$ cat src/rtl/blit_pkg.sv
package blit_pkg;

  typedef enum logic [1:0] {
    ST_IDLE   = 2'd0,
    ST_RD_SRC = 2'd1,
    ST_RD_DST = 2'd2,
    ST_WR     = 2'd3
  } blit_state_e;

  localparam logic [3:0] RA_DST_BASE  = 4'd0;
  localparam logic [3:0] RA_DST_PITCH = 4'd1;
  localparam logic [3:0] RA_SRC_BASE  = 4'd2;
  localparam logic [3:0] RA_SRC_PITCH = 4'd3;
  localparam logic [3:0] RA_DST_X     = 4'd4;
  localparam logic [3:0] RA_DST_Y     = 4'd5;
  localparam logic [3:0] RA_SRC_X     = 4'd6;
  localparam logic [3:0] RA_SRC_Y     = 4'd7;
  localparam logic [3:0] RA_WIDTH     = 4'd8;
  localparam logic [3:0] RA_HEIGHT    = 4'd9;
  localparam logic [3:0] RA_COLOUR    = 4'd10;
  localparam logic [3:0] RA_ROP       = 4'd11;
  localparam logic [3:0] RA_CMD       = 4'd15;

endpackage

$ cat src/rtl/blit_regs.sv
module blit_regs
  import blit_pkg::*;
#(
  parameter int ADDR_W  = 16,
  parameter int COORD_W = 8,
  parameter int PIX_W   = 16,
  parameter int REG_W   = 32
) (
  input  logic               clk,
  input  logic               rst_n,
  input  logic               wr_en,
  input  logic [3:0]         addr,
  input  logic [REG_W-1:0]   wdata,
  input  logic               busy,
  output logic [ADDR_W-1:0]  dst_base,
  output logic [ADDR_W-1:0]  dst_pitch,
  output logic [ADDR_W-1:0]  src_base,
  output logic [ADDR_W-1:0]  src_pitch,
  output logic [COORD_W-1:0] dst_x,
  output logic [COORD_W-1:0] dst_y,
  output logic [COORD_W-1:0] src_x,
  output logic [COORD_W-1:0] src_y,
  output logic [COORD_W-1:0] width,
  output logic [COORD_W-1:0] height,
  output logic [PIX_W-1:0]   colour,
  output logic [3:0]         rop,
  output logic               launch,
  output logic               launch_copy
);

  logic wr_ok;
  assign wr_ok       = wr_en && !busy;
  assign launch      = wr_ok && (addr == RA_CMD);
  assign launch_copy = wdata[0];

  always_ff @(posedge clk or negedge rst_n) begin
    if (!rst_n) begin
      dst_base  <= '0;
      dst_pitch <= '0;
      src_base  <= '0;
      src_pitch <= '0;
      dst_x     <= '0;
      dst_y     <= '0;
      src_x     <= '0;
      src_y     <= '0;
      width     <= '0;
      height    <= '0;
      colour    <= '0;
      rop       <= '0;
    end else if (wr_ok) begin
      case (addr)
        RA_DST_BASE:  dst_base  <= wdata[ADDR_W-1:0];
        RA_DST_PITCH: dst_pitch <= wdata[ADDR_W-1:0];
        RA_SRC_BASE:  src_base  <= wdata[ADDR_W-1:0];
        RA_SRC_PITCH: src_pitch <= wdata[ADDR_W-1:0];
        RA_DST_X:     dst_x     <= wdata[COORD_W-1:0];
        RA_DST_Y:     dst_y     <= wdata[COORD_W-1:0];
        RA_SRC_X:     src_x     <= wdata[COORD_W-1:0];
        RA_SRC_Y:     src_y     <= wdata[COORD_W-1:0];
        RA_WIDTH:     width     <= wdata[COORD_W-1:0];
        RA_HEIGHT:    height    <= wdata[COORD_W-1:0];
        RA_COLOUR:    colour    <= wdata[PIX_W-1:0];
        RA_ROP:       rop       <= wdata[3:0];
        default: ;
      endcase
    end
  end

endmodule

$ cat src/rtl/blit_walker.sv
module blit_walker #(
  parameter int COORD_W = 8
) (
  input  logic               clk,
  input  logic               rst_n,
  input  logic               clear,
  input  logic               step,
  input  logic [COORD_W-1:0] width,
  input  logic [COORD_W-1:0] height,
  output logic [COORD_W-1:0] col,
  output logic [COORD_W-1:0] row,
  output logic               last
);

  logic [COORD_W-1:0] col_d, row_d;
  logic [COORD_W-1:0] w_m1, h_m1;
  logic               row_end;

  assign w_m1    = width - 1'b1;
  assign h_m1    = height - 1'b1;
  assign row_end = (col == w_m1);
  assign last    = row_end && (row == h_m1);

  always_comb begin
    col_d = col;
    row_d = row;
    if (clear) begin
      col_d = '0;
      row_d = '0;
    end else if (step) begin
      if (row_end) begin
        col_d = '0;
        row_d = row + 1'b1;
      end else begin
        col_d = col + 1'b1;
      end
    end
  end

  always_ff @(posedge clk or negedge rst_n) begin
    if (!rst_n) begin
      col <= '0;
      row <= '0;
    end else begin
      col <= col_d;
      row <= row_d;
    end
  end

endmodule

$ cat src/rtl/blit_addr.sv
module blit_addr #(
  parameter int ADDR_W  = 16,
  parameter int COORD_W = 8,
  parameter int PIX_W   = 16
) (
  input  logic               copy,
  input  logic [COORD_W-1:0] col,
  input  logic [COORD_W-1:0] row,
  input  logic [COORD_W-1:0] width,
  input  logic [COORD_W-1:0] height,
  input  logic [ADDR_W-1:0]  src_base,
  input  logic [ADDR_W-1:0]  src_pitch,
  input  logic [COORD_W-1:0] src_x,
  input  logic [COORD_W-1:0] src_y,
  input  logic [ADDR_W-1:0]  dst_base,
  input  logic [ADDR_W-1:0]  dst_pitch,
  input  logic [COORD_W-1:0] dst_x,
  input  logic [COORD_W-1:0] dst_y,
  output logic [ADDR_W-1:0]  src_addr,
  output logic [ADDR_W-1:0]  dst_addr
);

  localparam int BPP = PIX_W / 8;

  logic               rev_x, rev_y;
  logic [COORD_W-1:0] x_off, y_off;
  logic [ADDR_W-1:0]  sx, sy, dx, dy, x_scale_s, x_scale_d;

  // overlap-safe walk order
  assign rev_y = copy && (dst_y > src_y);
  assign rev_x = copy && (dst_y == src_y) && (dst_x > src_x);

  assign x_off = rev_x ? (width - 1'b1 - col) : col;
  assign y_off = rev_y ? (height - 1'b1 - row) : row;

  assign sx = ADDR_W'(src_x) + ADDR_W'(x_off);
  assign sy = ADDR_W'(src_y) + ADDR_W'(y_off);
  assign dx = ADDR_W'(dst_x) + ADDR_W'(x_off);
  assign dy = ADDR_W'(dst_y) + ADDR_W'(y_off);

  generate
    if (BPP == 1) begin : g_byte_pix
      assign x_scale_s = sx;
      assign x_scale_d = dx;
    end else begin : g_multi_byte_pix
      assign x_scale_s = sx * ADDR_W'(BPP);
      assign x_scale_d = dx * ADDR_W'(BPP);
    end
  endgenerate

  assign src_addr = src_base + sy * src_pitch + x_scale_s;
  assign dst_addr = dst_base + dy * dst_pitch + x_scale_d;

endmodule

$ cat src/rtl/rect_blitter.sv
module rect_blitter
  import blit_pkg::*;
#(
  parameter int ADDR_W  = 16,
  parameter int COORD_W = 8,
  parameter int PIX_W   = 16,
  parameter int REG_W   = 32
) (
  input  logic              clk,
  input  logic              rst_n,
  input  logic              reg_wr_en,
  input  logic [3:0]        reg_addr,
  input  logic [REG_W-1:0]  reg_wdata,
  output logic              busy,
  output logic              mem_rd_en,
  output logic              mem_wr_en,
  output logic [ADDR_W-1:0] mem_addr,
  output logic [PIX_W-1:0]  mem_wdata,
  input  logic [PIX_W-1:0]  mem_rdata
);

  logic [ADDR_W-1:0]  dst_base, dst_pitch, src_base, src_pitch;
  logic [COORD_W-1:0] dst_x, dst_y, src_x, src_y, width, height;
  logic [PIX_W-1:0]   colour;
  logic [3:0]         rop;
  logic               launch, launch_copy, start;

  logic [COORD_W-1:0] col, row;
  logic               last, clear, step;
  logic [ADDR_W-1:0]  src_addr, dst_addr;

  blit_state_e        state_q, state_d;
  logic               copy_q;
  logic [PIX_W-1:0]   src_q;
  logic               src_en;
  logic [PIX_W-1:0]   s_opnd;

  blit_regs #(
    .ADDR_W(ADDR_W), .COORD_W(COORD_W), .PIX_W(PIX_W), .REG_W(REG_W)
  ) u_regs (
    .clk(clk), .rst_n(rst_n),
    .wr_en(reg_wr_en), .addr(reg_addr), .wdata(reg_wdata), .busy(busy),
    .dst_base(dst_base), .dst_pitch(dst_pitch),
    .src_base(src_base), .src_pitch(src_pitch),
    .dst_x(dst_x), .dst_y(dst_y), .src_x(src_x), .src_y(src_y),
    .width(width), .height(height), .colour(colour), .rop(rop),
    .launch(launch), .launch_copy(launch_copy)
  );

  blit_walker #(.COORD_W(COORD_W)) u_walker (
    .clk(clk), .rst_n(rst_n), .clear(clear), .step(step),
    .width(width), .height(height), .col(col), .row(row), .last(last)
  );

  blit_addr #(.ADDR_W(ADDR_W), .COORD_W(COORD_W), .PIX_W(PIX_W)) u_addr (
    .copy(copy_q), .col(col), .row(row), .width(width), .height(height),
    .src_base(src_base), .src_pitch(src_pitch), .src_x(src_x), .src_y(src_y),
    .dst_base(dst_base), .dst_pitch(dst_pitch), .dst_x(dst_x), .dst_y(dst_y),
    .src_addr(src_addr), .dst_addr(dst_addr)
  );

  assign start = launch && (width != '0) && (height != '0);
  assign busy  = (state_q != ST_IDLE);

  always_comb begin
    state_d   = state_q;
    mem_rd_en = 1'b0;
    mem_wr_en = 1'b0;
    mem_addr  = dst_addr;
    clear     = 1'b0;
    step      = 1'b0;
    src_en    = 1'b0;
    case (state_q)
      ST_IDLE: begin
        if (start) begin
          clear   = 1'b1;
          state_d = launch_copy ? ST_RD_SRC : ST_RD_DST;
        end
      end
      ST_RD_SRC: begin
        mem_rd_en = 1'b1;
        mem_addr  = src_addr;
        state_d   = ST_RD_DST;
      end
      ST_RD_DST: begin
        mem_rd_en = 1'b1;
        src_en    = copy_q;
        state_d   = ST_WR;
      end
      ST_WR: begin
        mem_wr_en = 1'b1;
        step      = 1'b1;
        if (last) state_d = ST_IDLE;
        else      state_d = copy_q ? ST_RD_SRC : ST_RD_DST;
      end
      default: state_d = ST_IDLE;
    endcase
  end

  always_ff @(posedge clk or negedge rst_n) begin
    if (!rst_n) state_q <= ST_IDLE;
    else        state_q <= state_d;
  end

  always_ff @(posedge clk or negedge rst_n) begin
    if (!rst_n)     copy_q <= 1'b0;
    else if (start) copy_q <= launch_copy;
  end

  always_ff @(posedge clk or negedge rst_n) begin
    if (!rst_n)      src_q <= '0;
    else if (src_en) src_q <= mem_rdata;
  end

  assign s_opnd = copy_q ? src_q : colour;

  // raster function: bit b takes rop[{s_b, d_b}]
  genvar b;
  generate
    for (b = 0; b < PIX_W; b++) begin : g_rop_bit
      assign mem_wdata[b] = rop[{s_opnd[b], mem_rdata[b]}];
    end
  endgenerate

endmodule

$ cat config.mk
export PLATFORM = sky130hd
export DESIGN_NAME = rect_blitter
export DESIGN_NICKNAME = d
export VERILOG_FILES = /design/src/rtl/blit_pkg.sv /design/src/rtl/blit_regs.sv /design/src/rtl/blit_walker.sv /design/src/rtl/blit_addr.sv /design/src/rtl/rect_blitter.sv
export SDC_FILE = /design/constraint.sdc
export NUM_CORES = 1
export LEC_CHECK = 0
export BUFFER_PORTS_ARGS = -buffer_cell sky130_fd_sc_hd__clkbuf_2
export CORE_ASPECT_RATIO = 0.6
export CORE_MARGIN = 3
export CORE_UTILIZATION = 64
export DETAILED_ROUTE_END_ITERATION = 8
export PLACE_DENSITY = 0.9
export SLEW_MARGIN = 20
export SYNTH_ARGS = -nofsm -noshare
export SYNTH_HDL_FRONTEND = slang
export SYNTH_SLANG_ARGS = --single-unit
$ cat constraint.sdc
create_clock -name clk -period 9.55 [get_ports clk]
set_input_delay 0 -clock clk [delete_from_list [all_inputs] [get_ports clk]]
set_output_delay 0 -clock clk [all_outputs]
set_load 0.01 [all_outputs]
-- Word level (Yosys, flattened, before mapping)
Index checks and enable logic that the tools add are counted.
- bits in writable memories: 0
- word-level logic and storage cells: 152
- register bits: 167
- output and inout port bits: 35
- bits in latches: 0
- memories: 0
- bits of input ports: 55
- ROM bits: 0
- bitwise operators: 0
- reductions and logical operators: 30
- shift operators: 0
- eq/ne operators: 19
- $lt $le $gt $ge: 18
- multipliers: 2
- divide/modulo/power cells: 0
- add/sub/neg operators: 14
- muxes and demuxes: 52
- operator list (cell ; count):
    16-bit adder ; 4
    8-bit 2-to-1 mux ; 8
    2-bit by 3-bit less-than comparator with 1-bit output, second input constant ; 16
    8-bit by 8-bit adder with 9-bit output ; 4
    1-bit binary-select mux with 2-bit select ; 16
    16-bit by 16-bit multiplier with 16-bit output ; 2
    16-bit 2-to-1 mux ; 2
    2-bit AND reduction ; 13
    8-bit equality test ; 3
    1-bit 2-to-1 mux ; 21
    4-bit equality test, second input constant ; 5
    8-bit by 1-bit adder with 8-bit output, second input constant ; 2
    4-bit by 3-bit equality test with 1-bit output, second input constant ; 4
    8-bit greater-than comparator ; 2
    8-bit nonzero test ; 2
    8-bit by 1-bit subtractor with 8-bit output, second input constant ; 2
    8-bit subtractor ; 2
    4-bit by 2-bit equality test with 1-bit output, second input constant ; 2
    1-bit logical AND ; 8
    2-bit 2-to-1 mux ; 4
    2-bit one-hot mux with 4 select lines ; 1
    2-bit nonzero test ; 3
    2-bit equality test, second input constant ; 2
    4-bit by 1-bit equality test with 1-bit output, second input constant ; 1
    6 further kinds ; 6

-- Longest topological paths before layout
- word-level depth: 10
- mapped depth: 37
- depth with buffers taken out: 36

-- Modules after synthesis
A second synthesis with hierarchy kept.
- cells, all modules: 1745
- area total of the unflattened synthesis: 17803.3 sq um
- by module, submodules not included (module ; times used ; cells an instance ; area an instance (sq um) ; sequential area each (sq um)):
    blit_addr ; 1 ; 1165 ; 9695.5 ; 0.0
    blit_regs ; 1 ; 300 ; 5073.6 ; 3303.2
    rect_blitter ; 1 ; 119 ; 1627.8 ; 475.5
    blit_walker ; 1 ; 161 ; 1406.3 ; 400.4

-- Worst setup path after synthesis
No wires, ideal clock.
- kind: register to output
- start: reg u_regs.dst_y[1]
- end: out mem_addr[15]
- path slack: 1882 ps
- cell stages (with the launch flop): 31
- required time: 9550 ps
- path buffers: 1
- arrival: 7668 ps
- cell sequence: dfrtp_1 ha_1 nor2b_1 o21a_1 o21a_1 o21a_1 o21a_1 o21a_1 o21ai_0 a21oi_2 mux2i_1 ha_1 fa_1 a211oi_2 o31ai_2 or3_1 buf_6 and3_2 fa_1 inv_1 fa_1 fa_1 fa_1 fa_1 xor2_1 xnor2_1 xnor2_1 xnor3_1 xnor3_1 xor2_1 mux2i_1
- cells in the longest elaborated chain, start to end: 8
- elaborated cells between the ends (all ways): 18
- ends and longest elaborated chain (element ; RTL line ; text):
    from (decl) ; blit_regs.sv:20 ; output logic [COORD_W-1:0] dst_y,
    from (signal assigned) ; blit_regs.sv:57 ; RA_DST_Y: dst_y <= wdata[COORD_W-1:0];
    8-bit greater-than comparator ; blit_addr.sv:30 ; assign rev_y = copy && (dst_y > src_y);
    1-bit logical AND ; blit_addr.sv:30 ;
    8-bit 2-to-1 mux ; blit_addr.sv:34 ; assign y_off = rev_y ? (height - 1'b1 - row) : row;
    8-bit by 8-bit adder with 9-bit output, on equally long branches ; blit_addr.sv:39, blit_addr.sv:37 ;
    16-bit by 16-bit multiplier with 16-bit output, on equally long branches ; blit_addr.sv:52, blit_addr.sv:51 ;
    16-bit adder, on equally long branches (2 in a row) ; blit_addr.sv:52, blit_addr.sv:51 ;
    16-bit 2-to-1 mux * ; rect_blitter.sv:73 ; case (state_q)
    to (decl) ; rect_blitter.sv:17 ; output logic [ADDR_W-1:0] mem_addr,
Every way passes the cells marked *; elsewhere a longest branch is shown, timed or not.

-- Final worst setup path
- start: reg u_regs.src_y[1]
- end: out mem_addr[15]
- cells in the longest elaborated chain, start to end: 8
- elaborated cells between the ends (all ways): 18
- ends and longest elaborated chain (element ; RTL line ; text):
    from (decl) ; blit_regs.sv:22 ; output logic [COORD_W-1:0] src_y,
    from (signal assigned) ; blit_regs.sv:59 ; RA_SRC_Y: src_y <= wdata[COORD_W-1:0];
    8-bit greater-than comparator ; blit_addr.sv:30 ;
    1-bit logical AND ; blit_addr.sv:30 ;
    8-bit 2-to-1 mux ; blit_addr.sv:34 ;
    8-bit by 8-bit adder with 9-bit output, on equally long branches ; blit_addr.sv:39, blit_addr.sv:37 ;
    16-bit by 16-bit multiplier with 16-bit output, on equally long branches ; blit_addr.sv:52, blit_addr.sv:51 ;
    16-bit adder, on equally long branches (2 in a row) ; blit_addr.sv:52, blit_addr.sv:51 ;
    16-bit 2-to-1 mux * ; rect_blitter.sv:73 ;
Marks and branches as above.

==> metrics.txt <==
status=finished clean; gr ovfl total=0; first-pass GRT wire length=74.62 mm; routed wire length per instance=21.69 um; max_slew headroom=0.2069; Core Area=25900 sq um; Final min period=9270 ps; Hold WC Path Type=in2reg; Initial Utilization=0.6677; setup ws final=280.0 ps; Post-Layout Cell Count=2156; Die ar.=29100 sq um; crit path max fanout=11; Seq/Total Area, Yosys=0.2416; synth top area cells=dfrtp_1, fa_1, ha_1, mux2_2, inv_1; DR iter-0 viols=1292; DR vias/cell=6.029; Place WS=845.4 ps; critical path capture point type=primary output; HPWL after DPL=34.35 mm; Max Clk Rate=107.9 MHz; H-tree levels=4; Avg Inst Size Synth=10.01 sq um; Slew Limit Fails=0; Netlist cell types=58; vias in the first global route=13510; input/output buffers=73; Final Cycle Share=0.9707; clk sinks=167; initial antenna violation count=3; clock root cell=clkbuf_16; Worst Path Required=9550 ps; yosys synthesis warning count=0; Post-Syn Nets=2111; drt first pass iters=7; Clock Skews=12.86 ps; Synth Register Bits=167; Die Y=133.3 um; Max Cap Viol=0; total length of routed wires=46.77 mm; Synth top area share=0.2416; floorplan row count=45; ANT cells=0; DP Cell Count=2104; top-count cell post-synth=inv_1; all-layer global routing usage=0.3350; clk_lat worst skew=440 ps; DRC errors left=0; CP max-delay cell=xnor2_1; DR vias=13000; Finish-stage setup viols=0; Top Ports=90; top cells by count, synth=inv_1, nand2_1, fa_1, dfrtp_1, ha_1; CTS clk-pin slew, worst paths=70 ps; critical path class=reg2out; nets@finish=2174; CTS tree=built; Async SR Flop Fraction=1.000; Longest Clk Path Bufs=2; worst path bufs/invs=4; post-CTS setup buffers=0; Synth Instances=1728; Final GP Congestion=0.9460; ys flop type=dfrtp_1; # fillers=1740; Post-synth EDFFs=0; remaining antenna violation count after routing=0; Die W=218.2 um; measured slew at the worst slew-check pin=1181 ps; final hold vios=0; layout cell share with drive strength beyond 1=0.1641; CTS Buf Count=17; largest area contributor in the netlist=dfrtp_1; cell family with most CP delay=adder cells; area added between synthesis and finish=8.212%; CP startpoint kind=flop; synthesized area=17290 sq um; Arr. time, crit path=9270 ps; max incr delay on CP=920 ps; largest net degree at the start of global routing=95; Min Hold Slack=6.552 ps
==> placed cells by master, fill, tap and decap left out, types with 14 or more instances in the layout <==
cell           synthesis  final
nand3_1               15     15
mux4_2                16     16
clkbuf_2               0     72
and2_1                79     79
a21o_1                14     14
a21oi_1               46     46
o21ai_0               58     58
xor2_1                42     39
inv_1                298    298
dlygate4sd3_1          0     20
fa_1                 180    180
ha_1                 148    148
mux2_2               139    139
dfrtp_1              167    167
nor2_1                52     52
mux2i_1               28     28
clkbuf_16              0     17
nand2_1              181    181
xnor2_1               62     62
==> per-stage QoR <==
stage          setup TNS (ps)  cell area [sq um]  utilization
2_1_floorplan               0              17290            -
6_report                    0              18710       0.7226
3_5_place_dp                0              17920       0.6919
4_1_cts                     0              18680       0.7213
3_3_place_gp                0              17920       0.6919
5_1_grt                -27.42              18710       0.7226
==> cells by family (layout without fill, tap and decap cells) <==
group / Yosys count / count (layout) / synth area share
AO/OA/AOI/OAI: 164 / 164 / 0.05730
XOR/XNOR: 109 / 109 / 0.05882
adder cells (fa/ha/maj): 328 / 328 / 0.3154
buffers and inverters: 360 / 436 / 0.08139
flip-flops: 167 / 167 / 0.2416
multiplexers: 183 / 183 / 0.1276
AND/OR/NAND/NOR: 417 / 417 / 0.1179
==> worst register-to-register path, delay by kind of cell, from the launching register on <==
kind                     cells  cell delay [ps]
adder cells (fa/ha/maj)      1              370
flip-flops                   1              420
XOR/XNOR                     1              190
AO/OA/AOI/OAI                2              410
AND/OR/NAND/NOR              6             1950
==> cell type report <==
type                    count  area [sq um]  area share
clock buffers              22         474.2     0.02534
clock inverters            10         85.08    0.004546
inverters                 298          1119     0.05977
multi-input cells        1201         11750      0.6277
flip-flops and latches    167          4179      0.2233
well taps                 352         440.4     0.02353
repair buffers            106         669.4     0.03577
==> what timing repair did <==
item                                   4_1_cts  5_1_grt
endpoints found under the hold margin      123        0
hold buffers                                20        0
gates resized for setup                      0        4
setup endpoints to repair                    0        2
==> layer usage <==
metal	GRT usage	part of all wire
met1	0.4777	0.42
met2	0.5017	0.44
met3	0.09255	0.11
met4	0.1079	0.031
met5	0	0.0014
==> flip-flops by register name, summed over array words and instances, names as in the netlist, 16 cells and up <==
register          flops
u_regs.dst_pitch     16
u_regs.dst_base      16
u_regs.src_pitch     16
u_regs.colour        16
src_q                16
u_regs.src_base      16
==> worst paths after layout <==
kind | to | slack (ps) | startpoint | cells after the start
max reg2reg | state_q[1]$_DFFE_PN0P_ | 6090 | u_regs.width[4]$_DFFE_PN0P_ | 10
max in group asynchronous | u_regs.src_pitch[2]$_DFFE_PN0P_ | 7870 | rst_n | 3
min | u_walker.col[2]$_DFFE_PN0P_ | 7 | reg_wr_en | 4
min in group asynchronous | u_regs.colour[6]$_DFFE_PN0P_ | 190 | rst_n | 2
min reg2reg | src_q[2]$_DFFE_PN0P_ | 510 | src_q[2]$_DFFE_PN0P_ | 1
max | mem_addr[15] | 280 | u_regs.src_y[1]$_DFFE_PN0P_ | 33
Power is not shown: default switching activity piles up to over one toggle a cycle in this logic, so the estimate is an artifact.
